===== config.mk =====
export PLATFORM = sky130hd
export DESIGN_NAME = regctx_top
export DESIGN_NICKNAME = d
export VERILOG_FILES = /design/src/rtl/regctx_pkg.sv /design/src/rtl/regctx_evsel.sv /design/src/rtl/regctx_core.sv /design/src/rtl/regctx_stkaddr.sv /design/src/rtl/regctx_top.sv
export SDC_FILE = /design/constraint.sdc
export NUM_CORES = 1
export LEC_CHECK = 0
export ABC_CLOCK_PERIOD_IN_PS = 3340
export BUFFER_PORTS_ARGS = -buffer_cell sky130_fd_sc_hd__clkbuf_2
export CELL_PAD_IN_SITES_DETAIL_PLACEMENT = 1
export CELL_PAD_IN_SITES_GLOBAL_PLACEMENT = 2
export CORE_ASPECT_RATIO = 1.75
export CORE_MARGIN = 2
export CORE_UTILIZATION = 27
export DETAILED_ROUTE_END_ITERATION = 10
export GPL_TIMING_DRIVEN = 0
export PLACE_DENSITY = 0.8
export SETUP_SLACK_MARGIN = 0.4
export SLEW_MARGIN = 10
export SYNTH_ARGS = -nofsm -noshare
export SYNTH_HDL_FRONTEND = slang
export SYNTH_SLANG_ARGS = --single-unit

===== constraint.sdc =====
create_clock -name clk -period 3.34 [get_ports clk]
set_input_delay 0.334 -clock clk [delete_from_list [all_inputs] [get_ports clk]]
set_output_delay 0.334 -clock clk [all_outputs]
set_load 0.01 [all_outputs]

===== src/rtl/regctx_pkg.sv =====
package regctx_pkg;

  typedef enum logic [1:0] {
    ST_IDLE = 2'd0,
    ST_SAVE = 2'd1,
    ST_LOAD = 2'd2
  } ctx_state_e;

  // Live-slot register numbers; the save/load order follows the step count.
  localparam int unsigned SLOT_FLAG = 22;
  localparam int unsigned SLOT_STK  = 23;
  localparam int unsigned SLOT_PCL  = 30;
  localparam int unsigned SLOT_PCH  = 31;

  function automatic int unsigned slot_of(input logic [1:0] step);
    case (step)
      2'd0:    return SLOT_FLAG;
      2'd1:    return SLOT_STK;
      2'd2:    return SLOT_PCL;
      default: return SLOT_PCH;
    endcase
  endfunction

endpackage


===== src/rtl/regctx_evsel.sv =====
module regctx_evsel #(
  parameter int BANK_W = 5,
  parameter int IRQ_N  = 7
) (
  input  logic              clk,
  input  logic              rst_n,
  input  logic              idle,
  input  logic [BANK_W-1:0] cur_bank,
  input  logic [BANK_W-1:0] prev_bank,
  input  logic [IRQ_N-1:0]  irq_req,
  input  logic              sw_req,
  input  logic [BANK_W-1:0] sw_bank,
  input  logic              reti_req,
  output logic              go,
  output logic              go_irq,
  output logic [BANK_W-1:0] go_bank
);

  logic              in_irq;
  logic              sw_tgt_irq;
  logic [BANK_W-1:0] lvl;

  assign in_irq     = (cur_bank != '0) && (cur_bank <= BANK_W'(IRQ_N));
  assign sw_tgt_irq = (sw_bank != '0) && (sw_bank <= BANK_W'(IRQ_N));

  // Highest-numbered active line wins.
  always_comb begin
    lvl = '0;
    for (int i = 0; i < IRQ_N; i++) begin
      if (irq_req[i]) lvl = BANK_W'(i + 1);
    end
  end

  always_comb begin
    go      = 1'b0;
    go_irq  = 1'b0;
    go_bank = cur_bank;
    if (idle) begin
      if (!in_irq && (irq_req != '0)) begin
        go      = 1'b1;
        go_irq  = 1'b1;
        go_bank = lvl;
      end else if (in_irq && reti_req) begin
        go      = 1'b1;
        go_bank = prev_bank;
      end else if (!in_irq && sw_req && !sw_tgt_irq) begin
        go      = 1'b1;
        go_bank = sw_bank;
      end
    end
  end

  AST_IRQ_BANK_RANGE: assert property (@(posedge clk) disable iff (!rst_n)
    go && go_irq |-> (go_bank != '0) && (go_bank <= BANK_W'(IRQ_N)));
  AST_IRQ_HIGHEST: assert property (@(posedge clk) disable iff (!rst_n)
    go && go_irq |-> ((irq_req >> go_bank) == '0));
  AST_IRQ_LOCKOUT: assert property (@(posedge clk) disable iff (!rst_n)
    go && (cur_bank != '0) && (cur_bank <= BANK_W'(IRQ_N)) |-> !go_irq && (go_bank == prev_bank));
  AST_SW_NO_IRQ_BANK: assert property (@(posedge clk) disable iff (!rst_n)
    go && !go_irq && !reti_req |-> !((go_bank != '0) && (go_bank <= BANK_W'(IRQ_N))));

endmodule


===== src/rtl/regctx_core.sv =====
module regctx_core
  import regctx_pkg::*;
#(
  parameter int              BANK_W   = 5,
  parameter int              IDX_W    = 5,
  parameter int              DW       = 16,
  parameter int              AW       = 24,
  parameter logic [AW-1:0]   CTX_BASE = 24'hFFFC00
) (
  input  logic              clk,
  input  logic              rst_n,
  input  logic              go,
  input  logic              go_irq,
  input  logic [BANK_W-1:0] go_bank,
  input  logic              rf_req,
  input  logic              rf_we,
  input  logic [IDX_W-1:0]  rf_idx,
  input  logic [DW-1:0]     rf_wdata,
  output logic              rf_ack,
  output logic [DW-1:0]     rf_rdata,
  output logic              mem_req,
  output logic              mem_we,
  output logic [AW-1:0]     mem_addr,
  output logic [DW-1:0]     mem_wdata,
  input  logic              mem_ack,
  input  logic [DW-1:0]     mem_rdata,
  output logic              busy,
  output logic              idle,
  output logic [BANK_W-1:0] cur_bank,
  output logic [BANK_W-1:0] prev_bank,
  output logic [DW-1:0]     sp,
  output logic [AW-1:0]     pc
);

  localparam int PCH_W = AW - DW;
  localparam logic [IDX_W-1:0] I_FLAG = IDX_W'(SLOT_FLAG);
  localparam logic [IDX_W-1:0] I_STK  = IDX_W'(SLOT_STK);
  localparam logic [IDX_W-1:0] I_PCL  = IDX_W'(SLOT_PCL);
  localparam logic [IDX_W-1:0] I_PCH  = IDX_W'(SLOT_PCH);

  ctx_state_e        st_q;
  logic [1:0]        step_q;
  logic [BANK_W-1:0] cur_q, tgt_q, prev_q;
  logic [DW-1:0]     flag_q, sp_q;
  logic [AW-1:0]     pc_q;

  logic              rf_live, is_zero, is_live;
  logic [IDX_W-1:0]  slot, acc_idx;
  logic [BANK_W-1:0] acc_bank;
  logic [DW-1:0]     save_word, live_rd;

  assign idle      = (st_q == ST_IDLE);
  assign busy      = !idle;
  assign cur_bank  = cur_q;
  assign prev_bank = prev_q;
  assign sp        = sp_q;
  assign pc        = pc_q;

  assign slot     = IDX_W'(slot_of(step_q));
  assign acc_bank = (st_q == ST_LOAD) ? tgt_q : cur_q;
  assign acc_idx  = idle ? rf_idx : slot;
  assign mem_addr = CTX_BASE + AW'({acc_bank, acc_idx});

  assign rf_live  = idle && !go && rf_req;
  assign is_zero  = (rf_idx == '0);
  assign is_live  = (rf_idx == I_FLAG) || (rf_idx == I_STK) ||
                    (rf_idx == I_PCL)  || (rf_idx == I_PCH);

  always_comb begin
    case (step_q)
      2'd0:    save_word = flag_q;
      2'd1:    save_word = sp_q;
      2'd2:    save_word = pc_q[DW-1:0];
      default: save_word = {{(DW-PCH_W){1'b0}}, pc_q[AW-1:DW]};
    endcase
  end

  always_comb begin
    if (rf_idx == I_FLAG)     live_rd = flag_q;
    else if (rf_idx == I_STK) live_rd = sp_q;
    else if (rf_idx == I_PCL) live_rd = pc_q[DW-1:0];
    else                      live_rd = {{(DW-PCH_W){1'b0}}, pc_q[AW-1:DW]};
  end

  assign mem_req   = busy || (rf_live && !is_zero && !is_live);
  assign mem_we    = (st_q == ST_SAVE) || (idle && rf_we);
  assign mem_wdata = (st_q == ST_SAVE) ? save_word : rf_wdata;
  assign rf_ack    = rf_live && ((is_zero || is_live) ? 1'b1 : mem_ack);
  assign rf_rdata  = is_zero ? '0 : (is_live ? live_rd : mem_rdata);

  always_ff @(posedge clk) begin
    if (!rst_n) begin
      st_q   <= ST_IDLE;
      step_q <= '0;
      cur_q  <= '0;
      tgt_q  <= '0;
      prev_q <= '0;
      flag_q <= '0;
      sp_q   <= '0;
      pc_q   <= '0;
    end else begin
      case (st_q)
        ST_IDLE: begin
          if (go) begin
            tgt_q  <= go_bank;
            step_q <= '0;
            st_q   <= ST_SAVE;
            if (go_irq) prev_q <= cur_q;
          end else if (rf_live && rf_we && is_live) begin
            if (rf_idx == I_FLAG)     flag_q <= rf_wdata;
            else if (rf_idx == I_STK) sp_q <= rf_wdata;
            else if (rf_idx == I_PCL) pc_q[DW-1:0] <= rf_wdata;
            else                      pc_q[AW-1:DW] <= rf_wdata[PCH_W-1:0];
          end
        end
        ST_SAVE: begin
          if (mem_ack) begin
            step_q <= step_q + 2'd1;
            if (step_q == 2'd3) st_q <= ST_LOAD;
          end
        end
        default: begin
          if (mem_ack) begin
            case (step_q)
              2'd0:    flag_q <= mem_rdata;
              2'd1:    sp_q <= mem_rdata;
              2'd2:    pc_q[DW-1:0] <= mem_rdata;
              default: pc_q[AW-1:DW] <= mem_rdata[PCH_W-1:0];
            endcase
            step_q <= step_q + 2'd1;
            if (step_q == 2'd3) begin
              cur_q <= tgt_q;
              st_q  <= ST_IDLE;
            end
          end
        end
      endcase
    end
  end

  AST_CTX_WINDOW: assert property (@(posedge clk) disable iff (!rst_n)
    mem_req |-> mem_addr >= CTX_BASE);
  AST_ZERO_QUIET: assert property (@(posedge clk) disable iff (!rst_n)
    !busy && rf_req && (rf_idx == '0) |-> !mem_req && (rf_rdata == '0));
  AST_SWITCH_HOLD: assert property (@(posedge clk) disable iff (!rst_n)
    busy && mem_req && !mem_ack |=> mem_req && $stable(mem_addr) && $stable(mem_we));
  AST_NO_ACK_BUSY: assert property (@(posedge clk) disable iff (!rst_n)
    busy |-> !rf_ack);
  AST_SAVE_FIRST: assert property (@(posedge clk) disable iff (!rst_n)
    $rose(busy) |-> mem_we);
  AST_BANK_ON_LOAD: assert property (@(posedge clk) disable iff (!rst_n)
    !$stable(cur_q) |-> $past(st_q == ST_LOAD && mem_ack));

endmodule


===== src/rtl/regctx_stkaddr.sv =====
module regctx_stkaddr #(
  parameter int            BANK_W    = 5,
  parameter int            AW        = 24,
  parameter int            STK_WORDS = 1024,
  parameter logic [AW-1:0] STK_BASE  = 24'hFF7C00
) (
  input  logic [BANK_W-1:0]            bank,
  input  logic [$clog2(STK_WORDS)-1:0] sp_off,
  output logic [AW-1:0]                stk_addr
);

  assign stk_addr = STK_BASE + AW'({bank, sp_off});

endmodule


===== src/rtl/regctx_top.sv =====
module regctx_top #(
  parameter int            BANK_W    = 5,
  parameter int            IDX_W     = 5,
  parameter int            DW        = 16,
  parameter int            AW        = 24,
  parameter int            IRQ_N     = 7,
  parameter int            STK_WORDS = 1024,
  parameter logic [AW-1:0] CTX_BASE  = 24'hFFFC00,
  parameter logic [AW-1:0] STK_BASE  = 24'hFF7C00
) (
  input  logic              clk,
  input  logic              rst_n,
  input  logic              rf_req,
  input  logic              rf_we,
  input  logic [IDX_W-1:0]  rf_idx,
  input  logic [DW-1:0]     rf_wdata,
  output logic              rf_ack,
  output logic [DW-1:0]     rf_rdata,
  input  logic [IRQ_N-1:0]  irq_req,
  input  logic              sw_req,
  input  logic [BANK_W-1:0] sw_bank,
  input  logic              reti_req,
  output logic              mem_req,
  output logic              mem_we,
  output logic [AW-1:0]     mem_addr,
  output logic [DW-1:0]     mem_wdata,
  input  logic              mem_ack,
  input  logic [DW-1:0]     mem_rdata,
  output logic              busy,
  output logic [BANK_W-1:0] cur_bank,
  output logic [AW-1:0]     pc,
  output logic [DW-1:0]     sp,
  output logic [AW-1:0]     stk_addr
);

  localparam int SP_OFF_W = $clog2(STK_WORDS);

  logic              idle, go, go_irq;
  logic [BANK_W-1:0] go_bank, prev_bank;

  regctx_evsel #(.BANK_W(BANK_W), .IRQ_N(IRQ_N)) evsel_i (
    .clk(clk), .rst_n(rst_n), .idle(idle), .cur_bank(cur_bank),
    .prev_bank(prev_bank), .irq_req(irq_req), .sw_req(sw_req),
    .sw_bank(sw_bank), .reti_req(reti_req), .go(go), .go_irq(go_irq),
    .go_bank(go_bank)
  );

  regctx_core #(.BANK_W(BANK_W), .IDX_W(IDX_W), .DW(DW), .AW(AW),
                .CTX_BASE(CTX_BASE)) core_i (
    .clk(clk), .rst_n(rst_n), .go(go), .go_irq(go_irq), .go_bank(go_bank),
    .rf_req(rf_req), .rf_we(rf_we), .rf_idx(rf_idx), .rf_wdata(rf_wdata),
    .rf_ack(rf_ack), .rf_rdata(rf_rdata), .mem_req(mem_req), .mem_we(mem_we),
    .mem_addr(mem_addr), .mem_wdata(mem_wdata), .mem_ack(mem_ack),
    .mem_rdata(mem_rdata), .busy(busy), .idle(idle), .cur_bank(cur_bank),
    .prev_bank(prev_bank), .sp(sp), .pc(pc)
  );

  regctx_stkaddr #(.BANK_W(BANK_W), .AW(AW), .STK_WORDS(STK_WORDS),
                   .STK_BASE(STK_BASE)) stk_i (
    .bank(cur_bank), .sp_off(sp[SP_OFF_W-1:0]), .stk_addr(stk_addr)
  );

endmodule


**Yosys cells after proc, flatten, opt, wreduce, memory -nomap -nowiden**

Cells that the tools add are included.

- Register bits after elaboration: 75
- Logic and storage cells: 144
- Output and inout bits: 129

- Equality and inequality tests: 21
- $add $sub $neg: 3
- $lt $le $gt $ge: 2
- Muxes and demuxes: 59
- Reductions and logical operators: 48
- Bitwise operators: 2

Operators by type and width:

| operator | count |
|---|---|
| 2-to-1 mux 16 bit | 19 |
| 2-to-1 mux 24 bit | 5 |
| one-hot mux 16 bit (2 select lines) | 2 |
| one-hot mux 16 bit (3 select lines) | 1 |
| one-hot mux 24 bit (2 select lines) | 1 |
| 2-to-1 mux 5 bit | 5 |
| == test 5 bit (second input constant) | 4 |
| 2-to-1 mux 2 bit | 10 |
| inequality test 2 bit (second input constant) | 10 |
| adder 17 x 16 -> 18 bit (first input constant) | 1 |
| 2-to-1 mux 8 bit | 2 |
| AND reduction 8 bit | 2 |
| logical AND 1 bit | 14 |
| adder 11 x 11 -> 12 bit (first input constant) | 1 |
| 2-to-1 mux 3 bit | 4 |
| one-hot mux 4 bit (3 select lines) | 1 |
| <= comparator 5 x 3 -> 1 bit (second input constant) | 2 |
| nonzero test 2 bit | 5 |
| nonzero test 5 bit | 2 |
| 2-to-1 mux 1 bit | 8 |
| AND reduction 7 bit | 1 |
| nonzero test 7 bit | 1 |
| == test 2 bit (second input constant) | 3 |
| logical NOT 1 bit | 6 |
| 14 further kinds | 25 |

**Logic depth before layout (Yosys ltp)**

- Depth after elaboration: 17
- Mapped depth: 11
- Mapped depth without buffers: 8

**By module**

Synthesis repeated with hierarchy kept, for this count alone.

- Cell total of the unflattened synthesis: 583
- Area, all modules: 4,949.7 µm²

By module, submodules not included:

| module | area an instance (µm²) | cells an instance | instances |
|---|---|---|---|
| regctx_core | 4,370.4 | 497 | 1 |
| regctx_evsel | 360.3 | 56 | 1 |
| regctx_stkaddr | 219.0 | 30 | 1 |

**Least setup slack after synthesis**

Ideal clock, no wire load.

- Path type: register to register
- From: register core_i.cur_q[0], in the netlist core_i.cur_bank[0]
- To: register core_i.sp_q[7], in the netlist core_i.sp[7]
- Arrival: 2,590 ps
- Stages on the path, launching flop included: 12
- Data required time: 3,220 ps
- Period minus slack after synthesis: 2,710 ps
- Setup slack: 630 ps
- Cells stage by stage: dfxtp_1 inv_1 ha_1 nor2b_1 or3_4 buf_6 o31a_1 o31a_2 or3_1 buf_6 buf_12 mux2i_1

- Longest elaborated chain between the ends: 16
- Elaborated cells on any way between the ends: 20
- Classes of those cells: order compare: 1; eq/ne: 2; mux: 4; reduce/logical: 13

Ends and longest elaborated chain:

| item | line | source |
|---|---|---|
| from (decl) | regctx_core.sv:43 | `logic [BANK_W-1:0] cur_q, tgt_q, prev_q;` |
| from (signal assigned) | regctx_core.sv:132 | `cur_q <= tgt_q;` |
| <= comparator 5 x 3 -> 1 bit / nonzero test 5 bit (equally long branches) | regctx_evsel.sv:23 | `assign in_irq = (cur_bank != '0) && (cur_bank <= BANK_W'(IRQ_N));` |
| logical AND 1 bit * | regctx_evsel.sv:23 |  |
| logical NOT 1 bit | regctx_evsel.sv:39, regctx_evsel.sv:46 |  |
| logical AND 1 bit (2 in a row) | regctx_evsel.sv:46 | `end else if (!in_irq && sw_req && !sw_tgt_irq) begin` |
| 2-to-1 mux 1 bit | regctx_evsel.sv:46 |  |
| 2-to-1 mux 1 bit | regctx_evsel.sv:43 | `end else if (in_irq && reti_req) begin` |
| 2-to-1 mux 1 bit * | regctx_evsel.sv:39 | `if (!in_irq && (irq_req != '0)) begin` |
| 2-to-1 mux 1 bit * | regctx_evsel.sv:38 | `if (idle) begin` |
| logical NOT 1 bit | regctx_core.sv:64 | `assign rf_live = idle && !go && rf_req;` |
| logical AND 1 bit (2 in a row) | regctx_core.sv:64 |  |
| logical AND 1 bit (2 in a row) | regctx_core.sv:109 | `end else if (rf_live && rf_we && is_live) begin` |
| inequality test 2 bit (no source line) | - |  |
| AND reduction 7 bit (no source line) * | - |  |
| to (signal assigned) | regctx_core.sv:111 | `else if (rf_idx == I_STK) sp_q <= rf_wdata;` |
| to (signal assigned) | regctx_core.sv:126 | `2'd1: sp_q <= mem_rdata;` |
| to (decl) | regctx_core.sv:44 | `logic [DW-1:0] flag_q, sp_q;` |

Every way passes the cells marked *; elsewhere a longest branch is shown, timed or not.
A chain may end at the register's enable or synchronous reset.

**Final worst setup path**

- From: register core_i.step_q[0]
- To: output port mem_wdata[6]

- Longest elaborated chain between the ends: 3
- Elaborated cells on any way between the ends: 5
- Classes of those cells: eq/ne: 2; mux: 2; reduce/logical: 1

Ends and longest elaborated chain:

| item | line | source |
|---|---|---|
| from (decl) | regctx_core.sv:42 | `logic [1:0] step_q;` |
| from (signal assigned) | regctx_core.sv:118 | `step_q <= step_q + 2'd1;` |
| from (signal assigned) | regctx_core.sv:130 | `step_q <= step_q + 2'd1;` |
| == test 2 bit (tied with other cells) | regctx_core.sv:70 | `case (step_q)` |
| one-hot mux 16 bit (3 select lines) * | regctx_core.sv:70 |  |
| 2-to-1 mux 16 bit * | regctx_core.sv:87 | `assign mem_wdata = (st_q == ST_SAVE) ? save_word : rf_wdata;` |
| to (decl) | regctx_top.sv:26 | `output logic [DW-1:0] mem_wdata,` |

Marked as above.

==> out/metrics.cfg <==
[setup_path]
endpoint_kind = output pin
path_buf_inv = 4
worstPathCellList = inv_1 -> ha_1 -> clkbuf_1 -> clkbuf_2 -> a222oi_1 -> nor2_1 -> a21oi_1 -> o21ai_0 -> clkbuf_2
cp-start-kind = register
crit_top_cell = clkbuf_2
worst-r2r-cell-count = 11
arrival_ns = 2.45
cp_top_family = buffers and inverters
required_ns = 3.01
timing_worst_setup_path_type = register to output pin
r2r_slack_ns = 0.55
crit_cells = 9
cp_slowest_stage_delay_ns = 0.44
cp_max_fo = 10
slowest_stage = dfxtp_1

[placed_design]
port_buffers = 161
gp_congestion = 0.837
placed_cells = 1043
hpwlAfterDp_um = 15900

[logic_synthesis]
muxShareOfSynthArea_pct = 13.4
synthSimpleGateAreaFrac_pct = 21.5
ys.flop_type = dfxtp_1
synth_area_per_cell_sq_um = 7.57
ys_seq_area_share_pct = 31.5
synth_top_cell_by_area = dfxtp_1
synthAdderAreaFrac_pct = 2.10
synthXorXnorAreaFrac_pct = 0.551
yosys_register_bits = 75
synth_common_cells = nand2_1, dfxtp_1, mux2i_1, nor2_1, o21ai_0
async_reset_ff_share_pct = 0
yosys_warnings = 0
synth_top_area_share_pct = 31.5
synth_area_sq_um = 4770
synth_enable_flop_cells = 0
synth_compound_area_share_pct = 20.4
yosys-top-cells-area = dfxtp_1, nand2_1, mux2i_1
synth_top_family_by_area = simple AND/OR/NAND/NOR gates
ys_types = 47
synthCells = 630
yosysMostFrequentCell = nand2_1

[sta]
setup_viol = 0
skew_ns = 0.00755
layout_min_cycle_time_ns = 2.79
fin_crit_sh_pct = 83.4
fmax_ghz = 0.359
hold_violations = 0
maxSlewHeadroom_pct = 43.4
rsz0062_at_grt = true
drv_slew = 0
tightest_slew_ns = 0.849

[global_routing]
antenna_found_initial = 0
grt_pass1_wl_um = 32000
grt_start_max_net_pins = 14
grt_pass1_vias = 5705
overflow = 0
grtUsageTotal_pct = 21.9

[final_layout]
instances_no_fill = 1060
final_nets = 888
seqCellArea_sq_um = 1510
area_growth_pct = 34.3
fill_cells = 2235
antenna_cells = 0
final_core_utilization_pct = 36.9
drive_gt1_share_pct = 31.0
multi_input_area_sq_um = 2930

[routing]
firstDrtPassIters = 5
post_drt_wl_per_cell_um = 19.6
drt_iter0_drc = 236
vias = 5370
remaining_drc_errors = 0
wl_um = 20800
ant_nets = 0
vias_per_cell = 5.07

[die]
die_w_um = 104
fp.coreArea_sq_um = 17400
placementRows = 64
start_util_pct = 27.5
ioPinCount = 185
die_h_um = 180
dieArea_sq_um = 18800

[run_status]
status = complete, no violations

[worst_hold_path]
hold_path_class = primary input to register
hold_depth = 3

[clock_network]
clk_pin_slew_worst_paths_ns = 0.06
cts_hold_buf = 0
htreeDepth = 3
clock-root-buffer = clkbuf_16
clock_path_buffers = 2
cts_buffers = 9
clkLatencyLatePin_ns = 0.34
cts_tree = yes
cts_sinks = 75

[pwr]
power_leakage_nw = 3.03
ir_worst_vdd_uv = 250
pwr_density_cell_nw_per_um2 = 379

[flow_run]
maxCapViolations = 0

## worst paths after layout
path | to | start
hold reg to reg | core_i.flag_q[14] | core_i.flag_q[14]
setup / recovery | mem_wdata[6] | core_i.step_q[0]
hold / removal | core_i.tgt_q[1] | sw_bank[1]
setup reg to reg | core_i.sp[7] | core_i.cur_bank[1]
## metrics by stage
stage	hold WS (ns)	worst slack [ns]	setup TNS, ns	area [sq um]	power, W
global route	0.263	0.335	0	6410	0.00252
CTS	0.254	0.440	0	6360	0.00244
floorplan	0.449	0.630	0	4850	0.00113
finish	0.264	0.553	0	6410	0.00243
detailed placement	0.477	-0.0450	-0.128	5950	0.00130
global placement	0.466	-0.0415	-0.0493	5950	0.00130
## logic make-up after synthesis
family                   count (synthesis)
AND/OR/NAND/NOR                        248
AO/OA/AOI/OAI                          141
buffers and inverters                   91
flip-flops                              75
multiplexers                            63
adder cells (fa/ha/maj)                  8
XOR/XNOR                                 3
other                                    1
## area by class of cell
class,instances,share of cell area [%]
Multi-Input combinational cell,485,45.6
Clock buffer,10,3.57
Tap cell,231,4.51
Timing Repair Buffer,162,12.9
Inverter,14,0.820
Buffer,77,7.32
Sequential cell,75,23.5
Clock inverter,6,1.78
## cell usage in the layout, fill, tap and decap left out, drive strengths merged, types with 3 or more instances in the layout
| master | n |
|---|---|
| a211oi | 4 |
| a21oi | 36 |
| a221oi | 4 |
| a222oi | 18 |
| a2bb2o | 8 |
| a311oi | 3 |
| a31oi | 3 |
| buf | 42 |
| bufinv | 3 |
| clkbuf | 207 |
| conb | 22 |
| dfxtp | 75 |
| ha | 8 |
| inv | 14 |
| mux2 | 7 |
| mux2i | 56 |
| nand2 | 157 |
| nand2b | 5 |
| nand3 | 3 |
| nor2 | 55 |
| nor2b | 3 |
| nor3 | 7 |
| nor4 | 4 |
| o21ai | 43 |
| o221ai | 4 |
| o2bb2ai | 8 |
| o31ai | 5 |
| or2 | 3 |
| or3 | 5 |
## sequential cells by signal, indices dropped and copies added (netlist names)
| name | count |
|---|---|
| core_i.pc | 24 |
| core_i.flag_q | 16 |
| core_i.sp | 16 |
| core_i.cur_bank | 5 |
| core_i.prev_bank | 5 |
| core_i.tgt_q | 5 |
| core_i.st_q | 2 |
| core_i.step_q | 2 |
## metal layers
metal	routed length (um)	vias up	GRT usage (%)
met4	588	0	9.78
li1	-	2540	-
met2	11400	196	42.4
met1	7740	2599	22.2
met5	0	-	0
met3	1080	35	4.24
## report_power, final
part,total [W],internal [W],switching [W],leakage [nW]
logic,0.000374,0.000126,0.000248,2.26
registers,0.000911,0.000901,0.00000951,0.607
clock network,0.00115,0.000732,0.000414,0.159
total,0.00243,0.00176,0.000672,3.03
## worst register-to-register path, delay by kind of cell (launching register included)
family	cells	cell delay (ns)
compound gates	2	0.45
mux	1	0.12
buf+inv	4	0.61
fa+ha+maj	1	0.22
simple gates	3	0.90
flops	1	0.37
## timing repair
| item | in CTS | in global routing |
|---|---|---|
| gates cloned | 0 | 0 |
| pin swaps | 1 | 0 |
| gates resized for setup | 21 | 19 |
| setup endpoints to repair | 56 | 45 |
| buffers inserted | 1 | 0 |
Power figures use the tool's default switching activity.
